--- src/rtl/spi_clk_pkg.sv ---
package spi_clk_pkg;
   localparam int CODE_W   = 4;
   localparam int MAX_POST = (1 << CODE_W) - 1;
   localparam int QW       = MAX_POST;

   typedef struct packed {
      logic [CODE_W-1:0] pre;
      logic [CODE_W-1:0] post;
   } div_code_t;
endpackage

--- src/rtl/spi_rate_sel.sv ---
module spi_rate_sel
   import spi_clk_pkg::*;
#(
   parameter int RW = 24
) (
   input  logic [RW-1:0] src_i,
   input  logic [RW-1:0] max_i,
   output div_code_t     code_o,
   output logic          err_o
);
   if (RW <= CODE_W) begin : g_bad_rw
      $error("spi_rate_sel: RW must exceed CODE_W");
   end

   logic [RW-1:0] quo;
   int            idx;
   int            sh;

   always_comb begin
      quo    = '0;
      idx    = 0;
      sh     = 0;
      code_o = '0;
      err_o  = 1'b0;
      if (max_i == '0) begin
         err_o = 1'b1;
      end else if (src_i > max_i) begin
         quo = (src_i - RW'(1)) / max_i;
         for (int i = 0; i < RW; i++) begin
            if (quo[i]) idx = i + 1;
         end
         if (idx <= CODE_W) begin
            code_o.pre = quo[CODE_W-1:0];
         end else begin
            sh = idx - CODE_W;
            if (sh > MAX_POST) begin
               err_o = 1'b1;
            end else begin
               code_o.post = CODE_W'(sh);
               code_o.pre  = CODE_W'(quo >> sh);
            end
         end
      end
   end
endmodule

--- src/rtl/spi_clk_cfg.sv ---
module spi_clk_cfg
   import spi_clk_pkg::*;
(
   input  logic      clk,
   input  logic      rst,
   input  logic      load_i,
   input  logic      auto_i,
   input  div_code_t man_i,
   input  div_code_t sel_i,
   input  logic      sel_err_i,
   input  logic      busy_i,
   output div_code_t act_o,
   output logic      err_o
);
   div_code_t pend;
   logic      pend_vld;

   always_ff @(posedge clk) begin
      if (rst) begin
         pend     <= '0;
         pend_vld <= 1'b0;
         act_o    <= '0;
         err_o    <= 1'b0;
      end else begin
         if (!busy_i && pend_vld) begin
            act_o    <= pend;
            pend_vld <= 1'b0;
         end
         if (load_i) begin
            if (auto_i && sel_err_i) begin
               err_o <= 1'b1;
            end else begin
               pend     <= auto_i ? sel_i : man_i;
               pend_vld <= 1'b1;
               err_o    <= 1'b0;
            end
         end
      end
   end

   // live codes frozen while the generator is busy
   p_cfg_hold_r10: assert property (@(posedge clk) disable iff (rst)
      busy_i |=> $stable(act_o));

   // rejected automatic load flags and keeps the staged setting
   p_err_hold_r8: assert property (@(posedge clk) disable iff (rst)
      (load_i && auto_i && sel_err_i) |=> (err_o && $stable(pend)));
endmodule

--- src/rtl/spi_clk_div.sv ---
module spi_clk_div
   import spi_clk_pkg::*;
(
   input  logic      clk,
   input  logic      rst,
   input  logic      cpol_i,
   input  logic      run_i,
   input  div_code_t code_i,
   output logic      sclk_o,
   output logic      lead_o,
   output logic      trail_o,
   output logic      busy_o
);
   logic              pol_q;
   logic [CODE_W-1:0] pc;
   logic [QW-1:0]     qc;
   logic [QW-1:0]     qlim;
   logic              pre_wrap;
   logic              tick;

   assign qlim     = QW'((64'd1 << code_i.post) - 64'd1);
   assign pre_wrap = (pc == code_i.pre);
   assign tick     = pre_wrap && (qc == qlim);
   assign busy_o   = run_i || (sclk_o != pol_q);

   always_ff @(posedge clk) begin
      if (rst) begin
         pol_q   <= cpol_i;
         sclk_o  <= cpol_i;
         pc      <= '0;
         qc      <= '0;
         lead_o  <= 1'b0;
         trail_o <= 1'b0;
      end else begin
         lead_o  <= 1'b0;
         trail_o <= 1'b0;
         if (!busy_o) begin
            pol_q  <= cpol_i;
            sclk_o <= cpol_i;
            pc     <= '0;
            qc     <= '0;
         end else if (tick) begin
            pc     <= '0;
            qc     <= '0;
            sclk_o <= ~sclk_o;
            if (sclk_o == pol_q) lead_o  <= 1'b1;
            else                 trail_o <= 1'b1;
         end else if (pre_wrap) begin
            pc <= '0;
            qc <= qc + 1'b1;
         end else begin
            pc <= pc + 1'b1;
         end
      end
   end

   p_strobe_excl_r4: assert property (@(posedge clk) disable iff (rst)
      !(lead_o && trail_o));

   p_lead_level_r4: assert property (@(posedge clk) disable iff (rst)
      lead_o |-> (sclk_o != pol_q));

   p_trail_level_r4: assert property (@(posedge clk) disable iff (rst)
      trail_o |-> (sclk_o == pol_q));

   p_cnt_bound_r3: assert property (@(posedge clk) disable iff (rst)
      pc <= code_i.pre);
endmodule

--- src/rtl/spi_clk_gen.sv ---
module spi_clk_gen
   import spi_clk_pkg::*;
#(
   parameter int RW      = 24,
   parameter bit AUTO_EN = 1'b1
) (
   input  logic              clk,
   input  logic              rst,
   input  logic              cpol,
   input  logic              run,
   input  logic              cfg_load,
   input  logic              cfg_auto,
   input  logic [RW-1:0]     src_rate,
   input  logic [RW-1:0]     max_rate,
   input  logic [CODE_W-1:0] pre_set,
   input  logic [CODE_W-1:0] post_set,
   output logic              sclk,
   output logic              lead_stb,
   output logic              trail_stb,
   output logic              cfg_err,
   output logic [CODE_W-1:0] pre_code,
   output logic [CODE_W-1:0] post_code
);
   div_code_t man_code;
   div_code_t sel_code;
   div_code_t act_code;
   logic      sel_err;
   logic      use_auto;
   logic      busy;

   assign man_code = '{pre: pre_set, post: post_set};

   if (AUTO_EN) begin : g_sel
      spi_rate_sel #(.RW(RW)) u_sel (
         .src_i  (src_rate),
         .max_i  (max_rate),
         .code_o (sel_code),
         .err_o  (sel_err)
      );
      assign use_auto = cfg_auto;
   end else begin : g_nosel
      logic unused_rates;
      assign unused_rates = ^{src_rate, max_rate, cfg_auto};
      assign sel_code     = '0;
      assign sel_err      = 1'b0;
      assign use_auto     = 1'b0;
   end

   spi_clk_cfg u_cfg (
      .clk       (clk),
      .rst       (rst),
      .load_i    (cfg_load),
      .auto_i    (use_auto),
      .man_i     (man_code),
      .sel_i     (sel_code),
      .sel_err_i (sel_err),
      .busy_i    (busy),
      .act_o     (act_code),
      .err_o     (cfg_err)
   );

   spi_clk_div u_div (
      .clk     (clk),
      .rst     (rst),
      .cpol_i  (cpol),
      .run_i   (run),
      .code_i  (act_code),
      .sclk_o  (sclk),
      .lead_o  (lead_stb),
      .trail_o (trail_stb),
      .busy_o  (busy)
   );

   assign pre_code  = act_code.pre;
   assign post_code = act_code.post;
endmodule

--- config.mk ---
export PLATFORM = sky130hd
export DESIGN_NAME = spi_clk_gen
export DESIGN_NICKNAME = d
export VERILOG_FILES = /design/src/rtl/spi_clk_pkg.sv /design/src/rtl/spi_rate_sel.sv /design/src/rtl/spi_clk_cfg.sv /design/src/rtl/spi_clk_div.sv /design/src/rtl/spi_clk_gen.sv
export SDC_FILE = /design/constraint.sdc
export NUM_CORES = 1
export LEC_CHECK = 0
export BUFFER_PORTS_ARGS = -buffer_cell sky130_fd_sc_hd__buf_4
export CAP_MARGIN = 20
export CORE_UTILIZATION = 55
export CTS_BUF_LIST = sky130_fd_sc_hd__clkbuf_8
export CTS_CLUSTER_SIZE = 14
export DETAILED_ROUTE_END_ITERATION = 16
export PLACE_DENSITY = 0.79
export SYNTH_ARGS = -nofsm -noshare
export SYNTH_HDL_FRONTEND = slang
export SYNTH_SLANG_ARGS = --single-unit
export TNS_END_PERCENT = 10
--- constraint.sdc ---
create_clock -name clk -period 67.7 [get_ports clk]
set_clock_uncertainty 0.05 [all_clocks]
set_input_delay 13.54 -clock clk [delete_from_list [all_inputs] [get_ports clk]]
set_output_delay 13.54 -clock clk [all_outputs]
set_load 0.005 [all_outputs]
==> flow_summary.ini, run 1 <==
[route]
drt_iter0_markers = 1959
vias_per_cell = 6.77
post-route-drc-count = 0
dr_total_vias = 22311
drt_wl_total_um = 73900
avgRoutedWirePerCell_um = 22.4
dr.pass1.iters = 6
postRouteAntennaNets = 0

[synth]
synthAdderAreaFrac_pct = 21.6
yosys_warnings = 0
syn-num-nets = 3175
synth-main-ff-cell = dfxtp_1
synth_top_family_by_area = compound AO/OA/AOI/OAI gates
syn_area_per_cell_um2 = 7.02
yosysTopAreaCellShare_pct = 21.6
synth_area_leaders = ha_1 22%, a21oi_1 6.0%, nor2_1 6.0%
synth_seq_cells = 41
ys_top_cells_by_count = 337 x ha_1, 309 x nor2_1, 254 x nand2_1
synth_area_um2 = 19500
synth_mux_area_share_pct = 5.40
yosys.area.top_type = ha_1
synth_most_common_cell = ha_1
seq_area_frac_synth_pct = 4.32
synth_xor_area_share_pct = 9.80
synth_edf_count = 2
synth_cell_types = 98
synth_compound_area_share_pct = 30.5
synthSimpleGateAreaFrac_pct = 24.8
synthArstFlopShare_pct = 0
synthCells = 2776

[sta]
period_needed_ps = 64820
relSlewSlack_pct = 22.8
final_min_period_over_clock_period_pct = 95.7
fmax_mhz = 15.4
setup_tns_ps = 0
worstMarginPinSlew_ps = 1130
slew_viol_final = 0
finalHoldViolCount = 0
finalSetupViolations = 0

[cts]
cts_hold_buf = 0
cts_tree = yes
clk_pin_slew_ps = 90
worst_skew_pair.late_latency_ps = 310
h-tree-depth = 2
cts_inserted_buffers = 5
cts_root_buffer = clkbuf_8
cts_buffer_depth = 2
clock-sinks = 41

[pwr]
peakVddDrop_mv = 0.0121
p_per_area_nw_per_um2 = 12.4
p_leak_nw = 9.50

[global_routing]
grt_antenna_before_repair = 2
grt_util_all_layers_pct = 39.9
grt_pass1_vias = 21346
grt-ovfl-total = 0
grt_pass1_wl_um = 114000
grt_max_degree = 28

[critical_path]
critPathCaptureType = flop
cp-start-kind = input pin
path_max_fanout = 27
path_buf_inv = 15
slowest_delay_ps = 670
rr_startpoint = u_cfg.act_o[2]
critical_path_required_ps = 67880
crit_path_top_delay_cell = o31ai_4
reg2reg_slack_ps = 64230
crit_path_frequent_cell = ha_1
r2r-end = u_div.sclk_o
reg2regPathDepth = 9
crit_family = compound AO/OA/AOI/OAI gates
arrival_ps = 64990
criticalPathCategory = in -> reg

[cells_and_area]
nNetsFinal = 3239
drive_gt1_share_pct = 10.7
syn_to_final_growth_pct = 8.13
fin_cells = 3298
fill_cells = 3318

[place]
io_buffers = 73
detailed_place_hpwl_um = 58800
gp_congestion = 1.02
dp_cells = 3279

[floorplanning]
placementRows = 68
io_pins = 74
die_height_um = 190
dieArea_um2 = 36200
start_util_pct = 56.1
core_area_um2 = 34700
die_w_um = 190

[worst_hold_path]
hold_end = u_div.pc[0]
holdPathStages = 1
hold_class = reg -> reg
worstHoldStart = u_div.pc[0]

[flow_run]
max-cap-violations = 0

[outcome]
outcome = complete, no violations
[power breakdown]
group | internal [mW] | switching (mW) | total [mW]
clock network | 0.0119 | 0.00924 | 0.0211
logic | 0.0860 | 0.125 | 0.211
registers | 0.0265 | 0.00220 | 0.0287
[cell type report]
class / count / area [um^2] / area share (%)
flip-flops and latches: 41 / 841 / 3.99
multi-input cells: 2554 / 18200 / 86.3
clock inverters: 2 / 33.8 / 0.160
diodes: 2 / 5.00 / 0.0238
repair buffers: 117 / 891 / 4.23
clock buffers: 6 / 82.6 / 0.392
inverters: 121 / 454 / 2.16
well taps: 455 / 569 / 2.70
[cell usage in the layout (no fill, tap or decap), drive strengths merged, types with 23 or more instances in the layout]
cell    count
nor2      311
xor2       97
and2       29
o211ai     23
o31ai      23
a211oi     33
or2        23
a31oi      43
ha        337
nand4      31
mux2       65
inv       122
a21o       73
mux2i      32
xnor2     120
o21ai     164
o21a       87
nor3      106
nand3      77
buf       117
nand2     254
nand2b     33
dfxtp      39
nor2b      30
or3        39
and3       26
a21oi     237
[per-layer routing]
metal / up-vias / part of all wire, % / GRT usage (%)
met3: 306 / 8.0 / 5.61
li1: 10521 / - / -
met4: 0 / 7.5 / 25.8
met2: 1053 / 44 / 65.7
met1: 10431 / 40 / 48.3
met5: - / 0 / 0
[how the worst max path moves through the flow]
| stage | to | from | slack [ps] | depth (start not counted) |
|---|---|---|---|---|
| floorplan | u_cfg.pend[5] | src_rate[10] | 7980 | 209 |
| global placement | u_cfg.pend[4] | src_rate[5] | 170 | 200 |
| detailed placement | u_cfg.pend[7] | src_rate[5] | -920 | 201 |
| CTS | u_cfg.pend[7] | src_rate[5] | 9 | 203 |
| global route | u_cfg.pend[5] | src_rate[5] | -30 | 208 |
| finish | u_cfg.pend[1] | src_rate[5] | 2880 | 201 |
[cells by family (layout without fill, tap and decap cells)]
family          after synthesis  count (layout)
compound gates              889             890
xor+xnor                    217             217
fa+ha+maj                   337             337
buf+inv                     182             246
flops                        41              41
mux                          97              97
other cells                   0               2
simple gates               1013            1013
[per-stage QoR]
step | hold slack [ps] | cell area (um^2) | utilization [%] | total power [mW] | setup slack, ps
5_1_grt | 478 | 21100 | 60.7 | 0.282 | -27.2
2_1_floorplan | 390 | 19500 | - | 0.180 | 7980
4_1_cts | 436 | 20800 | 59.9 | 0.254 | 9.01
3_5_place_dp | 417 | 20600 | 59.5 | 0.231 | -919
6_report | 438 | 21100 | 60.7 | 0.261 | 2880
3_3_place_gp | 409 | 20600 | 59.4 | 0.227 | 170
[sequential cells by signal (all words and copies together), names as in the netlist]
name            flops
u_div.pc            4
u_cfg.pend_vld      1
u_div.qc           15
u_cfg.err_o         1
u_cfg.pend          8
u_div.sclk_o        1
u_div.pol_q         1
u_div.trail_o       1
u_div.lead_o        1
u_cfg.act_o         8
[repair_timing]
action	4_1_cts	5_1_grt
endpoints found under the hold margin	0	0
gates cloned	0	1
setup endpoints to repair	10	10
pin swaps	0	6
setup buffers	0	8
gates resized for setup	4	51
Power figures use the tool's default switching activity.
==> run 2: changes to the inputs <==
--- a/config.mk
+++ b/config.mk
@@ -7,11 +7,11 @@
 export LEC_CHECK = 0
 export BUFFER_PORTS_ARGS = -buffer_cell sky130_fd_sc_hd__buf_4
 export CAP_MARGIN = 20
-export CORE_UTILIZATION = 55
+export CORE_UTILIZATION = 67
 export CTS_BUF_LIST = sky130_fd_sc_hd__clkbuf_8
 export CTS_CLUSTER_SIZE = 14
 export DETAILED_ROUTE_END_ITERATION = 16
-export PLACE_DENSITY = 0.79
+export PLACE_DENSITY = 0.92
 export SYNTH_ARGS = -nofsm -noshare
 export SYNTH_HDL_FRONTEND = slang
 export SYNTH_SLANG_ARGS = --single-unit
==> run 2 against run 1 <==
Effect of this change: count of clock-buffer cells in the layout stayed put; setup slack got worse by 130 ps; first-iteration DRC count grew 39%; sequential share of layout area is essentially flat; die area decreased by 18%; wire length up 0.82%.
==> flow_summary.ini, run 2 (synthesis gave the netlist of run 1 again) <==
[cts]
worst_skew_pair.late_latency_ps = 320
clk_pin_slew_ps = 90
cts_inserted_buffers = 5
clock-sinks = 41
cts_buffer_depth = 2
h-tree-depth = 2
cts_root_buffer = clkbuf_8
cts_tree = yes

[cells_and_area]
reg_top3 = u_div.qc x15, u_cfg.act_o x8, u_cfg.pend x8
largest_register_ff_count = 15
regMostFlops = u_div.qc
nNetsFinal = 3235
syn_to_final_growth_pct = 7.28
multiInputGateArea_um2 = 18100
final_common_cell = ha_1
post-route-util_pct = 73.0
register_area_um2 = 841
final_cell_mix = 337 x ha_1, 307 x nor2_1, 251 x nand2_1
fill_cells = 2373
drive_gt1_share_pct = 10.2

[pwr]
p_total_mw = 0.263
p_clk_share_pct = 8.1
switchingPower_mw = 0.139
p_per_area_nw_per_um2 = 12.6
p_leak_nw = 9.44
power_frac_comb_pct = 81.0
p_sw_share_pct = 52.8
p_seq_share_pct = 10.9
peakVddDrop_mv = 0.0117
p_int_mw = 0.124

[route]
drt_iter0_markers = 2730
post-route-drc-count = 0
vias_per_cell = 7.19
avgRoutedWirePerCell_um = 23.1
dr.pass1.iters = 6
postRouteAntennaNets = 0
dr_total_vias = 23172
drt_wl_total_um = 74500

[sta]
fmax_mhz = 15.4
finalHoldViolCount = 0
worstMarginPinSlew_ps = 1200
timing.hold.ws_ps = 431
finalSetupViolations = 0
relSlewSlack_pct = 18.1
final_min_period_over_clock_period_pct = 95.9
slew_viol_final = 0
period_needed_ps = 64950

[global_routing]
grt-ovfl-total = 0
grt_pass1_wl_um = 115000
grt_antenna_before_repair = 1
grt_max_degree = 28
grt_util_all_layers_pct = 47.9
grt_pass1_vias = 21890

[floorplanning]
start_util_pct = 68.0
dieArea_um2 = 29800
core_area_um2 = 28600
placementRows = 62
io_pins = 74
die_w_um = 173
die_height_um = 173

[critical_path]
slowest_delay_ps = 620
cp-start-kind = input pin
critPathCaptureType = flop
crit_path_top_delay_cell = or4_1
criticalPathCategory = in -> reg
critical_path_required_ps = 67910
crit_path_frequent_cell = ha_1
path_max_fanout = 27
arrival_ps = 65150

[outcome]
outcome = complete, no violations

[place]
detailed_place_hpwl_um = 57600
io_buffers = 73
gp_congestion = 1.10

[flow_run]
max-cap-violations = 0

[worst_hold_path]
hold_class = reg -> reg
## run 2: changes by cell type in the layout (fill, tap and decap cells not counted), moves of 2 or more
cell / before / now
a21o_2: 4 / 1
a211oi_2: 5 / 1
a211oi_1: 25 / 29
buf_4: 116 / 111
o22ai_1: 12 / 14
nor3_1: 102 / 100
nor3_2: 3 / 5
o22ai_2: 2 / 0
a21o_1: 69 / 71
## run 2: timing repair
item | 4_1_cts | 5_1_grt
setup endpoints to repair | 10 | 10
hold buffers | 0 | 0
cloned | 0 | 1
buffers inserted | 0 | 6
pin swaps | 0 | 3
hold endpoints to repair | 0 | 0
gates resized for setup | 2 | 40
## run 2: worst max-delay path, delay by kind of cell
| family | cells | cell delay [ps] |
|---|---|---|
| buffers and inverters | 12 | 1820 |
| and+or+nand+nor | 54 | 11480 |
| adders and majority gates | 24 | 7490 |
| muxes | 6 | 1790 |
| AOI/OAI and AO/OA | 110 | 28800 |
| xor gates and xnor gates | 1 | 100 |
## run 2: metrics by stage
| step | instances | TNS, ps | area [um^2] | setup WS, ps |
|---|---|---|---|---|
| floorplan | 2776 | 0 | 19500 | 7980 |
| finish | 3223 | 0 | 20900 | 2750 |
| detailed placement | 3204 | -4880 | 20500 | -548 |
| global route | 3221 | -266 | 20900 | -104 |
| CTS | 3212 | 0 | 20600 | 102 |
| global placement | 3204 | 0 | 20500 | 1040 |
## run 2: power groups by stage
stage	combinational, mW	clock, mW	sequential, mW
finish	0.213	0.0213	0.0288
global route	0.231	0.0221	0.0290
CTS	0.203	0.0211	0.0286
detailed placement	0.201	0	0.0292
global placement	0.195	0	0.0290
floorplan	0.152	0	0.0283
## run 2: path summary, 6_finish.rpt
| path | start | endpoint | slack [ps] | cells past startpoint |
|---|---|---|---|---|
| max | src_rate[5] | u_cfg.pend[5] | 2750 | 207 |
| min | u_cfg.pend_vld | u_cfg.pend_vld | 430 | 1 |
| max reg2reg | u_cfg.act_o[2] | u_div.sclk_o | 64310 | 9 |
| min reg2reg | u_cfg.pend_vld | u_cfg.pend_vld | 430 | 1 |
## run 2: routing by layer
metal | up-vias | track usage, % | share of wire (%)
met3 | 466 | 9.97 | 12
met2 | 1551 | 75.6 | 42
li1 | 10518 | - | -
met1 | 10637 | 57.3 | 37
met5 | - | 0 | 0
met4 | 0 | 35.9 | 8.8
## run 2: layout make-up
| type | count | area share (%) |
|---|---|---|
| Sequential cell | 41 | 4.02 |
| Clock inverter | 2 | 0.162 |
| Clock buffer | 6 | 0.395 |
| Multi-Input combinational cell | 2554 | 86.8 |
| Timing Repair Buffer | 113 | 4.14 |
| Tap cell | 384 | 2.30 |
| Antenna cell | 2 | 0.0240 |
| Inverter | 121 | 2.17 |
